===== src/rtl/td_upd_pkg.sv =====
package td_upd_pkg;
   // control/status word layout (consumers decode these positions)
   localparam int LEN_W      = 11;
   localparam int CNT_W      = LEN_W + 1;
   localparam int ERR_W      = 2;
   localparam int B_SPD      = 29;
   localparam int B_ERR_LO   = 27;
   localparam int B_ISO      = 25;
   localparam int B_IOC      = 24;
   localparam int B_ACT      = 23;
   localparam int B_STALL    = 22;
   localparam int B_BABBLE   = 20;
   localparam int B_NAK      = 19;
   localparam int B_TMO      = 18;
   localparam int TOK_MAX_LO = 21;

   typedef enum logic [2:0] {
      OC_OK      = 3'd0,
      OC_STALL   = 3'd1,
      OC_BABBLE  = 3'd2,
      OC_NAK     = 3'd3,
      OC_TIMEOUT = 3'd4
   } outcome_e;

   typedef enum logic [1:0] {
      RES_DONE    = 2'd0,
      RES_SKIP    = 2'd1,
      RES_PENDING = 2'd2,
      RES_FATAL   = 2'd3
   } result_e;
endpackage


===== src/rtl/td_field_decode.sv =====
module td_field_decode
   import td_upd_pkg::*;
#(
   parameter int          WORD_W    = 32,
   parameter logic [7:0]  PID_IN    = 8'h69,
   parameter logic [7:0]  PID_SETUP = 8'h2D
) (
   input  logic [WORD_W-1:0] token,
   output logic [CNT_W-1:0]  max_len,
   output logic              is_in,
   output logic              is_setup
);
   logic [LEN_W-1:0] max_field;
   logic [LEN_W-1:0] max_wrapped;
   logic [7:0]       pid;

   assign max_field   = token[TOK_MAX_LO +: LEN_W];
   assign max_wrapped = max_field + LEN_W'(1);
   assign max_len     = {1'b0, max_wrapped};
   assign pid         = token[7:0];
   assign is_in       = (pid == PID_IN);
   assign is_setup    = (pid == PID_SETUP);
endmodule


===== src/rtl/td_status_eval.sv =====
module td_status_eval
   import td_upd_pkg::*;
#(
   parameter int WORD_W = 32
) (
   input  logic [WORD_W-1:0] ctrl,
   input  logic [2:0]        outcome,
   input  logic [CNT_W-1:0]  count,
   input  logic [CNT_W-1:0]  max_len,
   input  logic              is_in,
   input  logic              is_setup,
   output logic [WORD_W-1:0] new_ctrl,
   output result_e           result,
   output logic              ev_ioc,
   output logic              ev_short,
   output logic              ev_err
);
   logic [ERR_W-1:0] err_in;
   logic [ERR_W-1:0] err_nx;
   logic [LEN_W-1:0] len_m1;
   logic             overflow;
   logic             short_pkt;
   outcome_e         eff;

   assign err_in    = ctrl[B_ERR_LO +: ERR_W];
   assign len_m1    = count[LEN_W-1:0] - LEN_W'(1);
   assign overflow  = is_in && (count > max_len);
   assign short_pkt = ctrl[B_SPD] && (count < max_len);

   always_comb begin
      new_ctrl = ctrl;
      result   = RES_DONE;
      ev_ioc   = 1'b0;
      ev_short = 1'b0;
      ev_err   = 1'b0;
      err_nx   = err_in;
      if (outcome > 3'd4) eff = OC_STALL;
      else                eff = outcome_e'(outcome);

      if (!ctrl[B_ACT]) begin
         result = RES_SKIP;
      end else begin
         if (eff == OC_NAK && is_setup) begin
            new_ctrl[B_NAK] = 1'b1;
            eff = OC_TIMEOUT;
         end
         case (eff)
            OC_OK: begin
               new_ctrl[LEN_W-1:0] = len_m1;
               new_ctrl[B_ACT]     = 1'b0;
               new_ctrl[B_NAK]     = 1'b0;
               ev_ioc              = ctrl[B_IOC];
               if (overflow) begin
                  new_ctrl[B_BABBLE] = 1'b1;
                  new_ctrl[B_STALL]  = 1'b1;
                  ev_err             = 1'b1;
                  result             = RES_FATAL;
               end else if (short_pkt) begin
                  ev_short = 1'b1;
                  result   = RES_SKIP;
               end
            end
            OC_BABBLE: begin
               new_ctrl[B_BABBLE] = 1'b1;
               new_ctrl[B_STALL]  = 1'b1;
               new_ctrl[B_ACT]    = 1'b0;
               ev_err             = 1'b1;
               ev_ioc             = ctrl[B_IOC];
               result             = RES_FATAL;
            end
            OC_NAK: begin
               new_ctrl[B_NAK] = 1'b1;
               result          = RES_PENDING;
            end
            OC_TIMEOUT: begin
               new_ctrl[B_TMO] = 1'b1;
               result          = RES_PENDING;
               if (err_in != '0) begin
                  err_nx = err_in - ERR_W'(1);
                  if (err_nx == '0) begin
                     new_ctrl[B_ACT] = 1'b0;
                     ev_err          = 1'b1;
                     ev_ioc          = ctrl[B_IOC];
                     result          = RES_SKIP;
                  end
               end
               new_ctrl[B_ERR_LO +: ERR_W] = err_nx;
            end
            default: begin
               new_ctrl[B_STALL] = 1'b1;
               new_ctrl[B_ACT]   = 1'b0;
               ev_err            = 1'b1;
               ev_ioc            = ctrl[B_IOC];
               result            = RES_SKIP;
            end
         endcase
         if (ctrl[B_ISO]) begin
            new_ctrl[B_ACT] = 1'b0;
            if (result == RES_PENDING) result = RES_SKIP;
         end
      end
   end
endmodule


===== src/rtl/td_out_stage.sv =====
module td_out_stage #(
   parameter int W          = 8,
   parameter bit REGISTERED = 1'b1
) (
   input  logic         clk,
   input  logic         rst_n,
   input  logic         in_valid,
   output logic         in_ready,
   input  logic [W-1:0] in_data,
   output logic         out_valid,
   input  logic         out_ready,
   output logic [W-1:0] out_data
);
   generate
      if (REGISTERED) begin : g_reg
         logic         vld_q;
         logic [W-1:0] data_q;
         assign in_ready  = !vld_q || out_ready;
         assign out_valid = vld_q;
         assign out_data  = data_q;
         always_ff @(posedge clk or negedge rst_n) begin
            if (!rst_n) begin
               vld_q  <= 1'b0;
               data_q <= '0;
            end else if (in_ready) begin
               vld_q <= in_valid;
               if (in_valid) data_q <= in_data;
            end
         end
      end else begin : g_pass
         assign in_ready  = out_ready;
         assign out_valid = in_valid;
         assign out_data  = in_data;
      end
   endgenerate
endmodule


===== src/rtl/td_complete_updater.sv =====
module td_complete_updater
   import td_upd_pkg::*;
#(
   parameter int         WORD_W    = 32,
   parameter bit         REG_OUT   = 1'b1,
   parameter logic [7:0] PID_IN    = 8'h69,
   parameter logic [7:0] PID_OUT   = 8'hE1,
   parameter logic [7:0] PID_SETUP = 8'h2D
) (
   input  logic              clk,
   input  logic              rst_n,
   input  logic              in_valid,
   output logic              in_ready,
   input  logic [WORD_W-1:0] in_ctrl,
   input  logic [WORD_W-1:0] in_token,
   input  logic [2:0]        in_outcome,
   input  logic [CNT_W-1:0]  in_count,
   output logic              out_valid,
   input  logic              out_ready,
   output logic [WORD_W-1:0] out_ctrl,
   output logic [1:0]        out_result,
   output logic              out_ioc,
   output logic              out_short,
   output logic              out_usb_err
);
   localparam int PAY_W = WORD_W + 2 + 3;

   if (WORD_W != 32) begin : g_bad_width
      $error("td_complete_updater: WORD_W must be 32 to match the field layout");
   end
   if (PID_IN == PID_SETUP || PID_IN == PID_OUT || PID_OUT == PID_SETUP) begin : g_bad_pid
      $error("td_complete_updater: packet ID codes must be distinct");
   end

   logic [CNT_W-1:0]  max_len;
   logic              is_in;
   logic              is_setup;
   logic [WORD_W-1:0] nx_ctrl;
   result_e           nx_result;
   logic              nx_ioc;
   logic              nx_short;
   logic              nx_err;
   logic [PAY_W-1:0]  pay_in;
   logic [PAY_W-1:0]  pay_out;

   td_field_decode #(
      .WORD_W   (WORD_W),
      .PID_IN   (PID_IN),
      .PID_SETUP(PID_SETUP)
   ) i_decode (
      .token   (in_token),
      .max_len (max_len),
      .is_in   (is_in),
      .is_setup(is_setup)
   );

   td_status_eval #(.WORD_W(WORD_W)) i_eval (
      .ctrl    (in_ctrl),
      .outcome (in_outcome),
      .count   (in_count),
      .max_len (max_len),
      .is_in   (is_in),
      .is_setup(is_setup),
      .new_ctrl(nx_ctrl),
      .result  (nx_result),
      .ev_ioc  (nx_ioc),
      .ev_short(nx_short),
      .ev_err  (nx_err)
   );

   assign pay_in = {nx_ctrl, nx_result, nx_ioc, nx_short, nx_err};

   td_out_stage #(.W(PAY_W), .REGISTERED(REG_OUT)) i_stage (
      .clk      (clk),
      .rst_n    (rst_n),
      .in_valid (in_valid),
      .in_ready (in_ready),
      .in_data  (pay_in),
      .out_valid(out_valid),
      .out_ready(out_ready),
      .out_data (pay_out)
   );

   assign out_ctrl    = pay_out[PAY_W-1 -: WORD_W];
   assign out_result  = pay_out[4:3];
   assign out_ioc     = pay_out[2];
   assign out_short   = pay_out[1];
   assign out_usb_err = pay_out[0];
endmodule


===== config.mk =====
export PLATFORM = sky130hd
export DESIGN_NAME = td_complete_updater
export DESIGN_NICKNAME = d
export VERILOG_FILES = /design/src/rtl/td_upd_pkg.sv /design/src/rtl/td_field_decode.sv /design/src/rtl/td_status_eval.sv /design/src/rtl/td_out_stage.sv /design/src/rtl/td_complete_updater.sv
export SDC_FILE = /design/constraint.sdc
export NUM_CORES = 1
export LEC_CHECK = 0
export CAP_MARGIN = 20
export CORE_UTILIZATION = 37
export DETAILED_ROUTE_END_ITERATION = 16
export HOLD_SLACK_MARGIN = 0.02
export PLACE_DENSITY_LB_ADDON = 0.08
export SKIP_LAST_GASP = 1
export SLEW_MARGIN = 20
export SYNTH_ARGS = -nofsm -noshare
export SYNTH_HDL_FRONTEND = slang
export SYNTH_SLANG_ARGS = --single-unit

===== constraint.sdc =====
create_clock -name clk -period 1.2 [get_ports clk]
set_input_delay 0.24 -clock clk [delete_from_list [all_inputs] [get_ports clk]]
set_output_delay 0.24 -clock clk [all_outputs]
set_load 0.02 [all_outputs]

======== Word level (Yosys, flattened, before mapping) ========
Cells that the tools add are included.
storage, ports and cells
  bits of input ports ..................... 83
  register bits ........................... 38
  logic and storage cells ................. 68
  output and inout bits ................... 39
operators by class
  mux-type cells .......................... 43
  add/subtract/negate cells ............... 3
  reduce and logical (&&, ||, !) cells .... 10
  equality and inequality tests ........... 7
  order comparisons ....................... 3
operators by type and width
  kind                                                                   number
  11-bit 2-to-1 mux                                                      2
  2-bit 2-to-1 mux                                                       11
  1-bit 2-to-1 mux                                                       19
  12-bit by 11-bit > comparator with 1-bit output                        1
  12-bit by 11-bit less-than comparator with 1-bit output                1
  3-bit 2-to-1 mux                                                       4
  11-bit by 1-bit adder with 11-bit output (second input constant)       1
  11-bit by 1-bit subtractor with 11-bit output (second input constant)  1
  1-bit one-hot mux with 2 select lines                                  5
  3-bit by 2-bit == test with 1-bit output (second input constant)       3
  8-bit by 6-bit == test with 1-bit output (second input constant)       1
  8-bit by 7-bit == test with 1-bit output (second input constant)       1
  2-bit one-hot mux with 4 select lines                                  1
  3-bit == test (second input constant)                                  1
  3-bit > comparator (second input constant)                             1
  1-bit logical AND                                                      3
  3-bit logical NOT                                                      1
  1-bit one-hot mux with 3 select lines                                  1
  2-bit == test (second input constant)                                  1
  2-bit logical NOT                                                      1
  2-bit AND reduction                                                    1
  2-bit nonzero test                                                     1
  2-bit OR reduction                                                     1
  2-bit by 1-bit subtractor with 2-bit output (second input constant)    1
  2 further kinds                                                        2

======== Depth between registers and ports, before layout ========
  depth in word-level cells ............... 13
  depth in mapped cells ................... 11
  gate-level depth less buffers ........... 11

======== Hierarchy ========
A second synthesis with hierarchy kept.
unflattened totals
  cell total of the unflattened synthesis .. 262
  area total of the unflattened synthesis .. 2768.9 um2
modules (own cells, without submodules)
  module           seq. area each (um2)  instances  cells each  area an instance (um2)
  td_out_stage     950.9                 1          81          1572.8
  td_status_eval   0.0                   1          153         988.4
  td_field_decode  0.0                   1          28          207.7

======== Worst setup path after synthesis ========
No wires, ideal clock.
  path type ............................... input to register
  from .................................... in in_token[24]
  to ...................................... reg i_stage.g_reg.data_q[3], in the netlist i_stage.out_data[3]
  cell stages on the path ................. 11
  required time ........................... 1.118 ns
  buffers on the path ..................... 0
  data arrival time ....................... 2.163 ns
  setup time .............................. 0.082 ns
  setup slack ............................. -1.045 ns
  cell sequence ........................... and3_1 -> and4_1 -> nand4_1 -> xor2_1 -> ha_1 -> and4b_1 -> nand3_1 -> a21o_1 -> a211oi_2 -> nor4_1 -> a31oi_1
between the ends
  cells in the longest elaborated chain, start to end .. 11
  elaborated cells on any way between the ends .. 13
  those cells by class .................... add/sub: 1; order compare: 2; eq/ne: 1; mux: 7; reduce/logical: 2
RTL lines
  item                                                     line                       RTL
  start: declaration                                       td_complete_updater.sv:15  input logic [WORD_W-1:0] in_token,
  11-bit by 1-bit adder with 11-bit output *               td_field_decode.sv:18      assign max_wrapped = max_field + LEN_W'(1);
  12-bit by 11-bit less-than comparator with 1-bit output  td_status_eval.sv:28       assign short_pkt = ctrl[B_SPD] && (count < max_len);
  1-bit logical AND                                        td_status_eval.sv:28
  1-bit 2-to-1 mux                                         td_status_eval.sv:58       end else if (short_pkt) begin
  2-bit 2-to-1 mux *                                       td_status_eval.sv:53       if (overflow) begin
  2-bit one-hot mux with 4 select lines *                  td_status_eval.sv:47       case (eff)
  2-bit 2-to-1 mux *                                       td_status_eval.sv:40       if (!ctrl[B_ACT]) begin
  2-bit == test                                            td_status_eval.sv:99       if (result == RES_PENDING) result = RES_SKIP;
  2-bit 2-to-1 mux                                         td_status_eval.sv:99
  2-bit 2-to-1 mux *                                       td_status_eval.sv:97       if (ctrl[B_ISO]) begin
  2-bit 2-to-1 mux *                                       td_status_eval.sv:40
  end signal: assignment                                   td_out_stage.sv:27         if (in_valid) data_q <= in_data;
  end: declaration                                         td_out_stage.sv:17         logic [W-1:0] data_q;
Mark *: on every way between the ends. The rest lies on a longest branch, timed or not. The select of a mux whose other input is x is not followed.
A chain may end at the register's enable or synchronous reset.

======== Worst setup path after layout ========
  from .................................... in in_token[23]
  to ...................................... reg i_stage.g_reg.data_q[25], in the netlist i_stage.out_data[25]
between the ends
  cells in the longest elaborated chain, start to end .. 6
RTL lines
  item                                             line                   RTL
  11-bit by 1-bit adder with 11-bit output         td_field_decode.sv:18
  12-bit by 11-bit > comparator with 1-bit output  td_status_eval.sv:27   assign overflow = is_in && (count > max_len);
  1-bit logical AND                                td_status_eval.sv:27
  1-bit 2-to-1 mux                                 td_status_eval.sv:53
  1-bit one-hot mux with 2 select lines            td_status_eval.sv:47
  3-bit 2-to-1 mux                                 td_status_eval.sv:40
Every way passes these cells.

==> qor.txt <==
number of max-cap violations: 0
synthesized flop and latch total: 38
failing checks: setup timing
DR pass1 iterations: 4
Synth-to-Final Area Change: 81.4%
DRT iter0 DRCs: 84
ys async rst share: 100%
worst rel slew slack: 79.2%
largest cells by area after synthesis: dfrtp_1, nand2_1, ha_1
ant diodes: 0
Syn. warnings: 0
Post-synth top flop: dfrtp_1
Via Count: 2643
Slew @ Worst Pin: 0.311 ns
status: finished with violations
fin crit share: 188%
first-pass GRT wire length: 11.0 mm
Static Leakage: 2.02 nW
Final #Nets: 561
Setup crit start kind: input pin
DRT antenna net count: 0
largest net degree at the start of global routing: 27
unrepaired setup endpoints after global routing: true
Worst Path Required: 1.41 ns
final clock skew: 0.00646 ns
Mapped Area: 2410 um^2
Final Wtd Congestion: 0.912
gr ovfl total: 0
setup TNS: -5.96 ns
hpwl dp: 5.22 mm
CP Class: in -> reg
Final Max Slew Viols: 0
Synth top area share: 39.4%
Die Span Y: 82.7 um
CTS H-tree depth: 2
Peak Freq: 0.444 GHz
final worst slack: -1.05 ns
Hold WC Path Type: in -> async
Via density: 4.87
fraction of layout cells with a size suffix above 1: 39.9%
clk_lat worst skew: 0.28 ns
synthesized net count: 385
CTS clk-pin slew, worst paths: 0.08 ns
peak supply drop: 0.721 mV
Post-synth EDFFs: 0
Distinct cells, synth: 50
Final setup violation count: 8
Final Hold Violating Endpoints: 0
IO Count: 122
CTS tree: done
core region area: 6310 um^2
CTS Buf Count: 5
post-DR wirelength/cell: 13.4 um
Starting Density: 38.2%
Synth area leader: dfrtp_1
Core Util, Final: 69.3%
minimum clock period: 2.25 ns
clk sinks: 38
Power, Total: 3.86 mW
Seq/Total Area, Yosys: 39.4%
DRT Wirelength: 7.27 mm
Rows: 29
die area: 6840 um^2
placed inst area: 3970 um^2
crit-path max FO: 5
vias in the first global route: 2474
power per cell area: 883 nW/um^2
Avg Inst Size Synth: 8.34 um^2
PortBufs: 108
Overall Global Routing Usage: 21.1%
Root Driver: clkbuf_8
Design Area, Final: 4370 um^2
crit path DAT: 2.46 ns
Worst setup EP type: flip-flop
Cells after Synth: 289
chip width: 82.7 um
Residual DRC: 0
clock tree buffer depth: 2
initial antenna violation count: 0
## kinds of logic (layout without fill, tap and decap cells)
kind of cell | count (synthesis) | in the layout | synth area share (%)
simple gates | 144 | 144 | 28.9
buf+inv | 17 | 194 | 3.37
compound gates | 58 | 58 | 14.6
xor+xnor | 18 | 18 | 6.54
flops | 38 | 38 | 39.4
fa+ha+maj | 13 | 13 | 6.75
mux | 1 | 1 | 0.415
## worst paths after layout
path	start	depth (start not counted)	to	slack (ns)
max in group asynchronous	rst_n	3	i_stage.out_valid$_DFFE_PN0N_	0.37
min reg2reg	i_stage.out_data[16]$_DFFE_PN0P_	2	i_stage.out_data[16]$_DFFE_PN0P_	0.47
min	rst_n	2	i_stage.out_data[15]$_DFFE_PN0P_	0.38
max reg2reg	i_stage.out_valid$_DFFE_PN0N_	5	i_stage.out_data[3]$_DFFE_PN0P_	-0.14
max	in_token[23]	13	i_stage.out_data[25]$_DFFE_PN0P_	-1.05
min in group clk	out_ready	3	i_stage.out_valid$_DFFE_PN0N_	0.41
## layout make-up
class	count	area [um^2]
Tap cell	77	96.3
Clock inverter	1	5.00
Fill cell	521	1940
Sequential cell	38	952
Inverter	5	18.8
Multi-Input combinational cell	234	1620
Timing Repair Buffer	181	1600
Clock buffer	7	86.3
## synth_stat cells, drive strengths merged, types with 2 or more instances
cell type and number:
a31oi 2, a21oi 12, nor2 20, a21o 2
dfrtp 38, nor2b 4, nor4 5, nand4b 2
nand4 6, nor3 2, and2 2, nand2b 3
inv 5, ha 13, xnor2 7, a211oi 4
o21ai 29, xor2 11, a22oi 2, nand2 81
nand3 8, and3 3, buf 6, clkbuf 6
## cell usage in the layout (no fill, tap or decap), types with 3 or more instances in the layout
cell,instances
dfrtp_1,37
o21ai_0,4
dlygate4sd2_1,16
nand3_1,4
o21ai_2,5
clkbuf_2,20
a21oi_2,4
nand4_1,6
o21ai_1,20
ha_1,11
buf_4,55
nand3_2,3
inv_1,3
buf_2,17
clkbuf_8,6
nand2_2,3
a21oi_1,8
xor2_1,11
nor2_1,15
clkdlybuf4s15_2,10
clkdlybuf4s50_1,34
buf_6,19
buf_12,4
xnor2_1,7
nor4_4,3
nand2_1,76
nor2_2,3
## worst max-delay path: stages
cell and delay, ns:
buf_6 0.09, and3_4 0.17, buf_4 0.14, nand3_4 0.10, nor2_4 0.04, xnor2_1 0.12, ha_1 0.33, and4b_1 0.29
nand3_2 0.11, a21o_1 0.22, a211oi_4 0.36, o21ai_1 0.12, a21oi_1 0.13
## flip-flops by register name, summed over array words and instances, names as in the netlist
name and count:
i_stage.out_data 37, i_stage.out_valid 1
## routing by layer
layer	track usage [%]	routed length [um]	share of wire (%)	vias up
met3	3.52	528	7.3	6
met4	5.17	72	0.99	0
li1	-	-	-	1347
met2	36.6	3520	48	88
met1	27.0	3150	43	1202
met5	0	0	0	-
## power by group
group | total (mW) | switching (mW) | internal [mW] | leakage, nW
sequential | 1.52 | 0.0830 | 1.44 | 0.463
clock | 0.880 | 0.416 | 0.463 | 0.0482
combinational | 1.46 | 0.736 | 0.722 | 1.51
## per-stage QoR
step	hold WS [ns]	setup WS, ns	cells
after CTS	0.382	-0.945	537
after detailed placement	0.152	-1.69	513
after global placement	0.149	-1.62	513
after floorplan	-0.0556	-0.971	289
after global routing	0.407	-1.19	543
final	0.379	-1.05	543
## timing repair
action | in CTS | in global routing
pin swaps | 36 | 43
setup endpoints to repair | 76 | 60
gates cloned | 2 | 1
hold buffers | 1 | 0
gates resized for setup | 225 | 75
buffers inserted | 13 | 6
hold endpoints to repair | 12 | 0
(Power assumes the default switching activity.)
